<file path="src/rtl/tdm_port_pkg.sv">
package tdm_port_pkg;
    typedef enum logic [1:0] {
        ST_IDLE  = 2'd0,
        ST_SYNC  = 2'd1,
        ST_SHIFT = 2'd2
    } port_state_e;
endpackage

</file>
<file path="src/rtl/tdm_sclk_tick.sv">
// Serial clock source: a divider in master mode, edge detection of the
// host clock in slave mode. tick marks the fast-clock edge at which the
// serial clock rises (master) or just rose (slave).
module tdm_sclk_tick #(
    parameter int CLK_DIV = 4
) (
    input  logic clk,
    input  logic rst_n,
    input  logic bus_master,
    input  logic sclk_in,
    output logic sclk_out,
    output logic tick
);
    localparam int DIV_W = (CLK_DIV > 2) ? $clog2(CLK_DIV) : 1;
    localparam logic [DIV_W-1:0] LAST = DIV_W'(CLK_DIV - 1);
    localparam logic [DIV_W-1:0] HALF = DIV_W'(CLK_DIV / 2 - 1);

    logic [DIV_W-1:0] div_q;
    logic             sclk_q;
    logic             host_q;
    logic             mst_tick;
    logic             slv_tick;

    assign mst_tick = (div_q == LAST);
    assign slv_tick = sclk_in & ~host_q;
    assign tick     = bus_master ? mst_tick : slv_tick;
    assign sclk_out = sclk_q;

    always_ff @(posedge clk) begin
        if (!rst_n) begin
            div_q  <= '0;
            sclk_q <= 1'b0;
            host_q <= 1'b0;
        end else begin
            host_q <= sclk_in;
            if (mst_tick) begin
                div_q  <= '0;
                sclk_q <= 1'b1;
            end else begin
                div_q <= div_q + 1'b1;
                if (div_q == HALF) begin
                    sclk_q <= 1'b0;
                end
            end
        end
    end
endmodule

</file>
<file path="src/rtl/tdm_sample_hold.sv">
// Holding register for the sample pair and the data-valid pulse stretcher.
module tdm_sample_hold #(
    parameter int WORD_W   = 16,
    parameter int DV_SHORT = 2,
    parameter int DV_LONG  = 4
) (
    input  logic                  clk,
    input  logic                  rst_n,
    input  logic                  smp_valid,
    input  logic [WORD_W-1:0]     smp_re,
    input  logic [WORD_W-1:0]     smp_im,
    input  logic                  dv_wide,
    output logic [2*WORD_W-1:0]   pair,
    output logic                  dv_out
);
    localparam int DVC_W = $clog2(DV_LONG + 1);

    logic [DVC_W-1:0] dv_cnt;

    assign dv_out = (dv_cnt != '0);

    always_ff @(posedge clk) begin
        if (!rst_n) begin
            pair   <= '0;
            dv_cnt <= '0;
        end else if (smp_valid) begin
            pair   <= {smp_re, smp_im};
            dv_cnt <= dv_wide ? DVC_W'(DV_LONG) : DVC_W'(DV_SHORT);
        end else if (dv_cnt != '0) begin
            dv_cnt <= dv_cnt - 1'b1;
        end
    end
endmodule

</file>
<file path="src/rtl/tdm_frame_fsm.sv">
// Frame controller: owns the shared line for one frame per start request.
module tdm_frame_fsm
    import tdm_port_pkg::*;
#(
    parameter int FRAME_W = 32
) (
    input  logic               clk,
    input  logic               rst_n,
    input  logic               tick,
    input  logic               bus_master,
    input  logic               fs_in,
    input  logic               chain_start_in,
    input  logic               smp_valid,
    input  logic [FRAME_W-1:0] pair,
    output logic               sd_out,
    output logic               sd_oe,
    output logic               frame_end_out,
    output logic               fs_out
);
    localparam int CNT_W = $clog2(FRAME_W);
    localparam logic [CNT_W-1:0] CNT_TOP = CNT_W'(FRAME_W - 1);
    localparam logic [CNT_W-1:0] CNT_ONE = CNT_W'(1);

    port_state_e        state_q, state_d;
    logic [FRAME_W-1:0] shreg_q;
    logic [CNT_W-1:0]   cnt_q;
    logic               oe_q, fe_q, fs_q, fresh_q;
    logic               start_req, load;

    assign start_req     = chain_start_in | (bus_master ? fs_q : fs_in);
    assign sd_oe         = oe_q;
    assign sd_out        = oe_q & shreg_q[FRAME_W-1];
    assign frame_end_out = fe_q;
    assign fs_out        = fs_q;

    // Next state
    always_comb begin
        state_d = state_q;
        load    = 1'b0;
        unique case (state_q)
            ST_IDLE: begin
                if (tick) begin
                    if (start_req) begin
                        load    = 1'b1;
                        state_d = ST_SHIFT;
                    end else if (bus_master && fresh_q) begin
                        state_d = ST_SYNC;
                    end
                end
            end
            ST_SYNC: begin
                if (tick) begin
                    load    = 1'b1;
                    state_d = ST_SHIFT;
                end
            end
            ST_SHIFT: begin
                if (tick && cnt_q == '0) begin
                    state_d = ST_IDLE;
                end
            end
            default: state_d = ST_IDLE;
        endcase
    end

    // State register
    always_ff @(posedge clk) begin
        if (!rst_n) begin
            state_q <= ST_IDLE;
        end else begin
            state_q <= state_d;
        end
    end

    // Outputs and shifter
    always_ff @(posedge clk) begin
        if (!rst_n) begin
            shreg_q <= '0;
            cnt_q   <= '0;
            oe_q    <= 1'b0;
            fe_q    <= 1'b0;
            fs_q    <= 1'b0;
            fresh_q <= 1'b0;
        end else begin
            if (tick) begin
                fs_q <= (state_d == ST_SYNC);
            end
            if (smp_valid) begin
                fresh_q <= 1'b1;
            end else if (load) begin
                fresh_q <= 1'b0;
            end
            if (load) begin
                shreg_q <= pair;
                cnt_q   <= CNT_TOP;
                oe_q    <= 1'b1;
                fe_q    <= (FRAME_W == 1);
            end else if (tick && state_q == ST_SHIFT) begin
                if (cnt_q == '0) begin
                    oe_q <= 1'b0;
                    fe_q <= 1'b0;
                end else begin
                    shreg_q <= shreg_q << 1;
                    cnt_q   <= cnt_q - 1'b1;
                    fe_q    <= (cnt_q == CNT_ONE);
                end
            end
        end
    end
endmodule

</file>
<file path="src/rtl/tdm_serial_port.sv">
module tdm_serial_port #(
    parameter int WORD_W   = 16,
    parameter int CLK_DIV  = 4,
    parameter int DV_SHORT = 2,
    parameter int DV_LONG  = 4
) (
    input  logic              clk,
    input  logic              rst_n,
    input  logic              bus_master,
    input  logic              dv_wide,
    input  logic              smp_valid,
    input  logic [WORD_W-1:0] smp_re,
    input  logic [WORD_W-1:0] smp_im,
    input  logic              sclk_in,
    input  logic              fs_in,
    input  logic              chain_start_in,
    output logic              sclk_out,
    output logic              fs_out,
    output logic              sd_out,
    output logic              sd_oe,
    output logic              frame_end_out,
    output logic              dv_out
);
    localparam int FRAME_W = 2 * WORD_W;

    logic               tick;
    logic [FRAME_W-1:0] pair;

    tdm_sclk_tick #(.CLK_DIV(CLK_DIV)) u_tick (
        .clk        (clk),
        .rst_n      (rst_n),
        .bus_master (bus_master),
        .sclk_in    (sclk_in),
        .sclk_out   (sclk_out),
        .tick       (tick)
    );

    tdm_sample_hold #(
        .WORD_W   (WORD_W),
        .DV_SHORT (DV_SHORT),
        .DV_LONG  (DV_LONG)
    ) u_hold (
        .clk       (clk),
        .rst_n     (rst_n),
        .smp_valid (smp_valid),
        .smp_re    (smp_re),
        .smp_im    (smp_im),
        .dv_wide   (dv_wide),
        .pair      (pair),
        .dv_out    (dv_out)
    );

    tdm_frame_fsm #(.FRAME_W(FRAME_W)) u_fsm (
        .clk            (clk),
        .rst_n          (rst_n),
        .tick           (tick),
        .bus_master     (bus_master),
        .fs_in          (fs_in),
        .chain_start_in (chain_start_in),
        .smp_valid      (smp_valid),
        .pair           (pair),
        .sd_out         (sd_out),
        .sd_oe          (sd_oe),
        .frame_end_out  (frame_end_out),
        .fs_out         (fs_out)
    );
endmodule

</file>
<file path="config.mk">
export PLATFORM = sky130hd
export DESIGN_NAME = tdm_serial_port
export DESIGN_NICKNAME = d
export VERILOG_FILES = /design/src/rtl/tdm_port_pkg.sv /design/src/rtl/tdm_sclk_tick.sv /design/src/rtl/tdm_sample_hold.sv /design/src/rtl/tdm_frame_fsm.sv /design/src/rtl/tdm_serial_port.sv
export SDC_FILE = /design/constraint.sdc
export NUM_CORES = 1
export LEC_CHECK = 0
export BUFFER_PORTS_ARGS = -buffer_cell sky130_fd_sc_hd__buf_2
export CAP_MARGIN = 10
export CORE_ASPECT_RATIO = 1.1
export CORE_UTILIZATION = 60
export CTS_CLUSTER_DIAMETER = 40
export DETAILED_ROUTE_END_ITERATION = 16
export GPL_ROUTABILITY_DRIVEN = 0
export PLACE_DENSITY = 0.82
export SYNTH_ARGS = -nofsm -noshare
export SYNTH_HDL_FRONTEND = slang
export SYNTH_HIERARCHICAL = 1
export SYNTH_SLANG_ARGS = --single-unit
</file>
<file path="constraint.sdc">
create_clock -name clk -period 3.5 [get_ports clk]
set_input_delay 0.35 -clock clk [delete_from_list [all_inputs] [get_ports clk]]
set_output_delay 0.35 -clock clk [all_outputs]
set_load 0.005 [all_outputs]
</file>
==> run_results.csv, run 1 <==
group,metric,value,unit
place,post-place-cells,474,
sta,rsz0062_at_grt,"no",
routing,vias,2632,
routing,viasPerCell,5.39,
sta,whs,0.232,ns
place,placed_area,0.00382,mm2
global_routing,grt_pass1_wl,11000,um
cells_and_area,finish.utilization,69.0,%
clocking,postCtsHoldBufs,0,
sta,relSlewSlack,23.9,%
setup_path,path_class,"register to register",
global_routing,grt_max_degree,82,
yosys,syn_inst,376,
pwr,p_per_area,484,mW/mm2
clocking,cts_buffers,9,
setup_path,ff2ff_setup_slack,1.28,ns
clocking,clk_path_buf_depth,2,
setup_path,cp-start-kind,"register",
yosys,async_flop_share,0,%
yosys,yosys-top-cells-area,"dfxtp_1, mux2i_1, a31oi_2",
die,die_y,83.9,um
yosys,synth-edff-count,0,
hold_path,hold_end,"u_tick/host_q",
setup_path,cp.required,3.76,ns
die,die_w,76.4,um
yosys,synth-seq-cells,82,
clocking,clk_latency,0.34,ns
yosys,ys.warnings.count,6,
pwr,peakVddDrop,0.000295,V
place,port_buffers,45,
yosys,synth-main-ff-cell,"dfxtp_1",
die,start_util,63.0,%
flow_run,maxCapViolations,0,
routing,firstDrtPassIters,4,
sta,worstMarginPinSlew,1.14,ns
routing,routed_wl,6460,um
hold_path,hold_class,"input port to register",
clocking,root_buffer,"clkbuf_8",
yosys,yosys-top-cells-count,"dfxtp_1, nand2_1, nor2b_1",
hold_path,min_path_cells,2,
sta,fin_crit,2.22,ns
clocking,clk_pin_slew,0.08,ns
setup_path,crit_fanout,73,
die,io_pins,46,
clocking,cts_resized,0,
global_routing,antenna_found_initial,0,
routing,drc_errors,0,
yosys,syn_area_per_cell,9.72,um2
clocking,htree_levels,3,
place,pre_cts_slack,1.34,ns
setup_path,cp.arrival,2.48,ns
setup_path,rr_worst_depth,8,
sta,hold_viol_final,0,
clocking,clkSinkCount,82,
die,coreArea,0.00581,mm2
cells_and_area,design_area,0.00401,mm2
sta,tns,0,ns
clocking,cts_setup_buffers,0,
pwr,power,1.94,mW
yosys,synth_cell_type_count,41,
sta,fmax,0.451,GHz
setup_path,r2r-end,"u_fsm/shreg_q[6]",
sta,min_period_over_period,63.4,%
global_routing,overflow,0,
routing,drtIter0Drc,186,
hold_path,holdCritStartpoint,"sclk_in",
yosys,ys_seq_area_share,44.9,%
yosys,syn_nets,423,
global_routing,gr-usage-all-layers,21.3,%
yosys,synth_most_common_cell,"dfxtp_1",
pwr,p_leak,1.56,nW
yosys,synth_top_area_share,44.9,%
sta,skew,0.00470,ns
yosys,syn_area,0.00365,mm2
cells_and_area,diodes,0,
routing,post_drt_wl_per_cell,13.2,um
cells_and_area,drive_above_1_share,22.1,%
cells_and_area,syn_to_final_growth,9.65,%
cells_and_area,nNetsFinal,455,
sta,layout_setup_ws,1.28,ns
cells_and_area,instances_no_fill,488,
setup_path,reg2reg_from,"u_tick/div_q[0]",
global_routing,grt_pass1_vias,2462,
die,num_rows,29,
clocking,tritoncts,"yes",
sta,setup_violations,0,
die,die-area,0.00641,mm2
place,hpwl,4000,um
sta,slew_viol_final,0,
setup_path,end_kind,"register",
run_status,status,"finished, final reports clean",
routing,drtAntennaViolNets,0,
yosys,yosysTopAreaCell,"dfxtp_1",
[power by group]
group / leakage (nW) / total [mW] / internal, mW / switching (mW)
clock: 0.101 / 0.669 / 0.358 / 0.311
sequential: 0.674 / 1.03 / 0.997 / 0.0375
combinational: 0.782 / 0.237 / 0.111 / 0.126
[logic make-up (layout without fill, tap and decap cells)]
logic type	Yosys count	after routing	synth area share, %
AOI/OAI and AO/OA	81	81	17.0
and+or+nand+nor	135	135	19.7
xor gates and xnor gates	5	5	1.20
muxes	34	34	9.35
DFF	82	82	44.9
adders and majority gates	7	7	2.40
buffers and inverters	32	67	5.48
[worst max-delay path: stages, from the launching register on]
cell	delay, ns
dfxtp_1	0.33
ha_1	0.23
nand2_1	0.06
o21ai_1	0.14
nor2b_1	0.21
o31ai_4	0.06
buf_4	0.61
o21ai_0	0.23
a31oi_2	0.24
[registers in the layout (all words and copies together), names as in the netlist, 2 cells and up]
name	flops
u_fsm/cnt_q	5
u_hold/pair	32
u_hold/dv_cnt	3
u_fsm/shreg_q	32
u_tick/div_q	2
u_fsm/state_q	2
[cell usage in the layout (no fill, tap or decap), drive strengths merged, types with 2 or more instances in the layout]
cell type	count
dfxtp	82
nand2	67
buf	47
nor2b	39
o21ai	35
mux2i	33
a31oi	31
clkbuf	11
a21boi	7
ha	7
inv	6
nor2	6
nor3b	4
xor2	3
o21a	3
nand3	3
nand2b	3
clkinv	2
and2	2
nand3b	2
and3	2
a21oi	2
xnor2	2
a211oi	2
[worst max-delay path by stage]
stage / startpoint / to / cells after the start / slack (ns)
2_1_floorplan: u_tick/div_q[0] / u_fsm/shreg_q[10] / 8 / 1.71
3_3_place_gp: bus_master / u_fsm/shreg_q[0] / 7 / 1.42
3_5_place_dp: u_tick/div_q[0] / u_fsm/shreg_q[6] / 8 / 1.34
4_1_cts: u_tick/div_q[0] / u_fsm/shreg_q[6] / 8 / 1.31
5_1_grt: u_tick/div_q[0] / u_fsm/shreg_q[5] / 8 / 1.12
6_report: u_tick/div_q[0] / u_fsm/shreg_q[6] / 8 / 1.28
[cell type report]
cell class              count  area (um2)
multi-input cells         262        1820
fillers                   471        1800
flip-flops and latches     82        1640
repair buffers             47         240
clock buffers              11         151
well taps                  77        96.3
clock inverters             3        40.0
inverters                   6        22.5
[routing by layer]
metal	global-route usage (%)	wire length, um	vias to the layer above
met3	4.59	160	8
met5	0	0	-
li1	-	-	1341
met4	9.79	89	0
met2	34.2	3040	41
met1	27.4	3170	1242
Power figures use the tool's default switching activity.
==> run 2, diff against run 1 <==
Settings changed: ABC_AREA set to 1, CORE_UTILIZATION 60 to 52, PLACE_DENSITY 0.82 to 0.76.
Clock period 3.5 ns to 1.95 ns, I/O delays scaled along.
==> run_results.csv, run 2 <==
group,metric,value,unit
die,num_rows,31,
sta,rsz0062_at_grt,"no",
yosys,synth_cell_type_count,27,
yosys,syn_nets,565,
cells_and_area,drive_above_1_share,17.2,%
pwr,p_comb_share,12.6,%
cells_and_area,finish.utilization,62.1,%
global_routing,grt_max_degree,37,
cells_and_area,multi_input_area,0.00165,mm2
yosys,synth-main-ff-cell,"dfxtp_1",
setup_path,crit_start,"u_tick/div_q[0]",
setup_path,crit_fanout,7,
cells_and_area,diodes,0,
yosys,synth_top_area_share,44.7,%
sta,min_period_over_period,91.1,%
sta,fin_crit,1.78,ns
routing,vias,3342,
clocking,cts_buffers,9,
setup_path,reg2reg_from,"u_tick/div_q[0]",
sta,fmax,0.563,GHz
setup_path,cp-start-kind,"register",
yosys,ys.warnings.count,6,
routing,drtAntennaViolNets,0,
routing,firstDrtPassIters,4,
yosys,synth-seq-cells,82,
setup_path,cp.arrival,2.07,ns
pwr,power.switching,0.963,mW
cells_and_area,fill_cells,634,
place,hpwl,5190,um
clocking,root_buffer,"clkbuf_8",
sta,worstMarginPinSlew,0.625,ns
setup_path,end_kind,"register",
yosys,syn_area_per_cell,7.09,um2
yosys,async_flop_share,0,%
pwr,peakVddDrop,0.000505,V
routing,viasPerCell,5.17,
routing,drtIter0Drc,219,
global_routing,grt_pass1_vias,3162,
pwr,power,3.66,mW
pwr,intPower,2.70,mW
cells_and_area,syn_to_final_growth,13.5,%
yosys,syn_inst,518,
yosys,yosysTopAreaCell,"dfxtp_1",
die,start_util,54.7,%
setup_path,path_class,"register to register",
hold_path,hold_class,"input port to register",
sta,tns,0,ns
cells_and_area,final_cell_mix,"nand2_1, nand3_1, dfxtp_1",
sta,whs,0.0427,ns
global_routing,grt_pass1_wl,13300,um
die,die-area,0.00740,mm2
sta,skew,0.00758,ns
die,io_pins,46,
clocking,clk_pin_slew,0.08,ns
yosys,yosys-top-cells-area,"dfxtp_1, nand3_1, nand2_1",
pwr,p_per_area,877,mW/mm2
sta,setup_violations,0,
sta,slew_viol_final,0,
pwr,pwr-share-clk,37.6,%
pwr,p_seq_share,49.8,%
routing,post_drt_wl_per_cell,12.2,um
global_routing,overflow,0,
routing,routed_wl,7870,um
yosys,synth-edff-count,0,
place,port_buffers,45,
yosys,syn_area,0.00367,mm2
sta,relSlewSlack,58.2,%
clocking,clk_latency,0.35,ns
clocking,clk_path_buf_depth,2,
pwr,swShare,26.3,%
yosys,synth_most_common_cell,"nand2_1",
cells_and_area,regArea,0.00164,mm2
clocking,tritoncts,"yes",
routing,drc_errors,0,
die,die_w,82.1,um
cells_and_area,nNetsFinal,607,
yosys,yosys-top-cells-count,"nand2_1, nand3_1, dfxtp_1",
clocking,clkSinkCount,82,
flow_run,maxCapViolations,0,
hold_path,holdCritStartpoint,"sclk_in",
yosys,ys_seq_area_share,44.7,%
setup_path,cp.required,2.24,ns
clocking,htree_levels,3,
sta,hold_viol_final,0,
cells_and_area,final_common_cell,"nand2_1",
pwr,p_leak,1.96,nW
global_routing,gr-usage-all-layers,22.8,%
run_status,status,"finished, final reports clean",
die,coreArea,0.00671,mm2
cells_and_area,largest_registers,"u_fsm/shreg_q (32), u_hold/pair (32), u_fsm/cnt_q (5)",
global_routing,antenna_found_initial,0,
die,die_y,90.2,um
==> run 2: cell types whose count changed after synthesis, sizes merged, moves of 6 or more <==
cell,before,now
a31oi,31,1
nor2,6,76
inv,6,49
nor2b,39,0
nand3,3,95
a21boi,7,1
a21oi,2,29
nand2,67,100
buf,16,24
mux2i,33,0
==> run 2: timing repair <==
action,CTS,global route
setup buffers,0,2
setup endpoints to repair,0,27
hold buffers,0,0
resized for setup,0,3
==> run 2: metal layers <==
| layer | vias up | wire length [um] | GRT usage [%] |
|---|---|---|---|
| met5 | - | 0 | 0 |
| li1 | 1739 | - | - |
| met4 | 0 | 112 | 6.87 |
| met3 | 13 | 344 | 4.47 |
| met2 | 70 | 3850 | 40.2 |
| met1 | 1520 | 3570 | 27.0 |
==> run 2: logic make-up (layout without fill, tap and decap cells) <==
kind of cell	Yosys count	in the layout	synth area share, %
AOI/OAI and AO/OA	68	68	9.47
and+or+nand+nor	278	278	32.7
xor gates and xnor gates	1	1	0.238
adders and majority gates	7	7	2.38
buffers and inverters	82	129	10.6
DFF	82	82	44.7
==> run 2: power groups by stage <==
stage / registers (mW) / clock network (mW) / logic [mW]
3_5_place_dp: 1.86 / 0 / 0.457
6_report: 1.82 / 1.38 / 0.461
4_1_cts: 1.82 / 1.41 / 0.459
3_3_place_gp: 1.85 / 0 / 0.441
5_1_grt: 1.83 / 1.47 / 0.523
2_1_floorplan: 1.84 / 0 / 0.327
==> run 2: per-stage QoR <==
stage          cell area [um2]  setup slack [ns]  instances
3_3_place_gp              3920             0.171        629
6_report                  4170             0.173        647
2_1_floorplan             3670             0.315        518
4_1_cts                   4150            0.0820        645
5_1_grt                   4170            0.0138        647
3_5_place_dp              3920             0.123        629
==> run 2: worst paths after layout <==
| path | endpoint | slack (ns) | depth (start not counted) |
|---|---|---|---|
| hold reg to reg | u_tick/div_q[0] | 0.44 | 1 |
| setup / recovery | u_fsm/shreg_q[18] | 0.17 | 10 |
| setup reg to reg | u_fsm/shreg_q[18] | 0.17 | 10 |
| hold / removal | u_tick/host_q | 0.04 | 3 |
==> run 2: cell type report <==
cell class | instances | share of cell area [%]
Clock buffer | 10 | 3.30
Clock inverter | 6 | 2.16
Inverter | 50 | 4.50
Multi-Input combinational cell | 354 | 39.5
Sequential cell | 82 | 39.4
Tap cell | 82 | 2.46
Timing Repair Buffer | 63 | 8.64
==> run 2: worst max-delay path: stages, from the launching register on <==
cell	delay, ns
dfxtp_2	0.35
ha_2	0.21
nand2_1	0.05
o21ai_0	0.14
nand3_1	0.20
inv_2	0.13
nand2_1	0.10
inv_1	0.17
buf_4	0.19
nand3_1	0.09
nand2_1	0.07
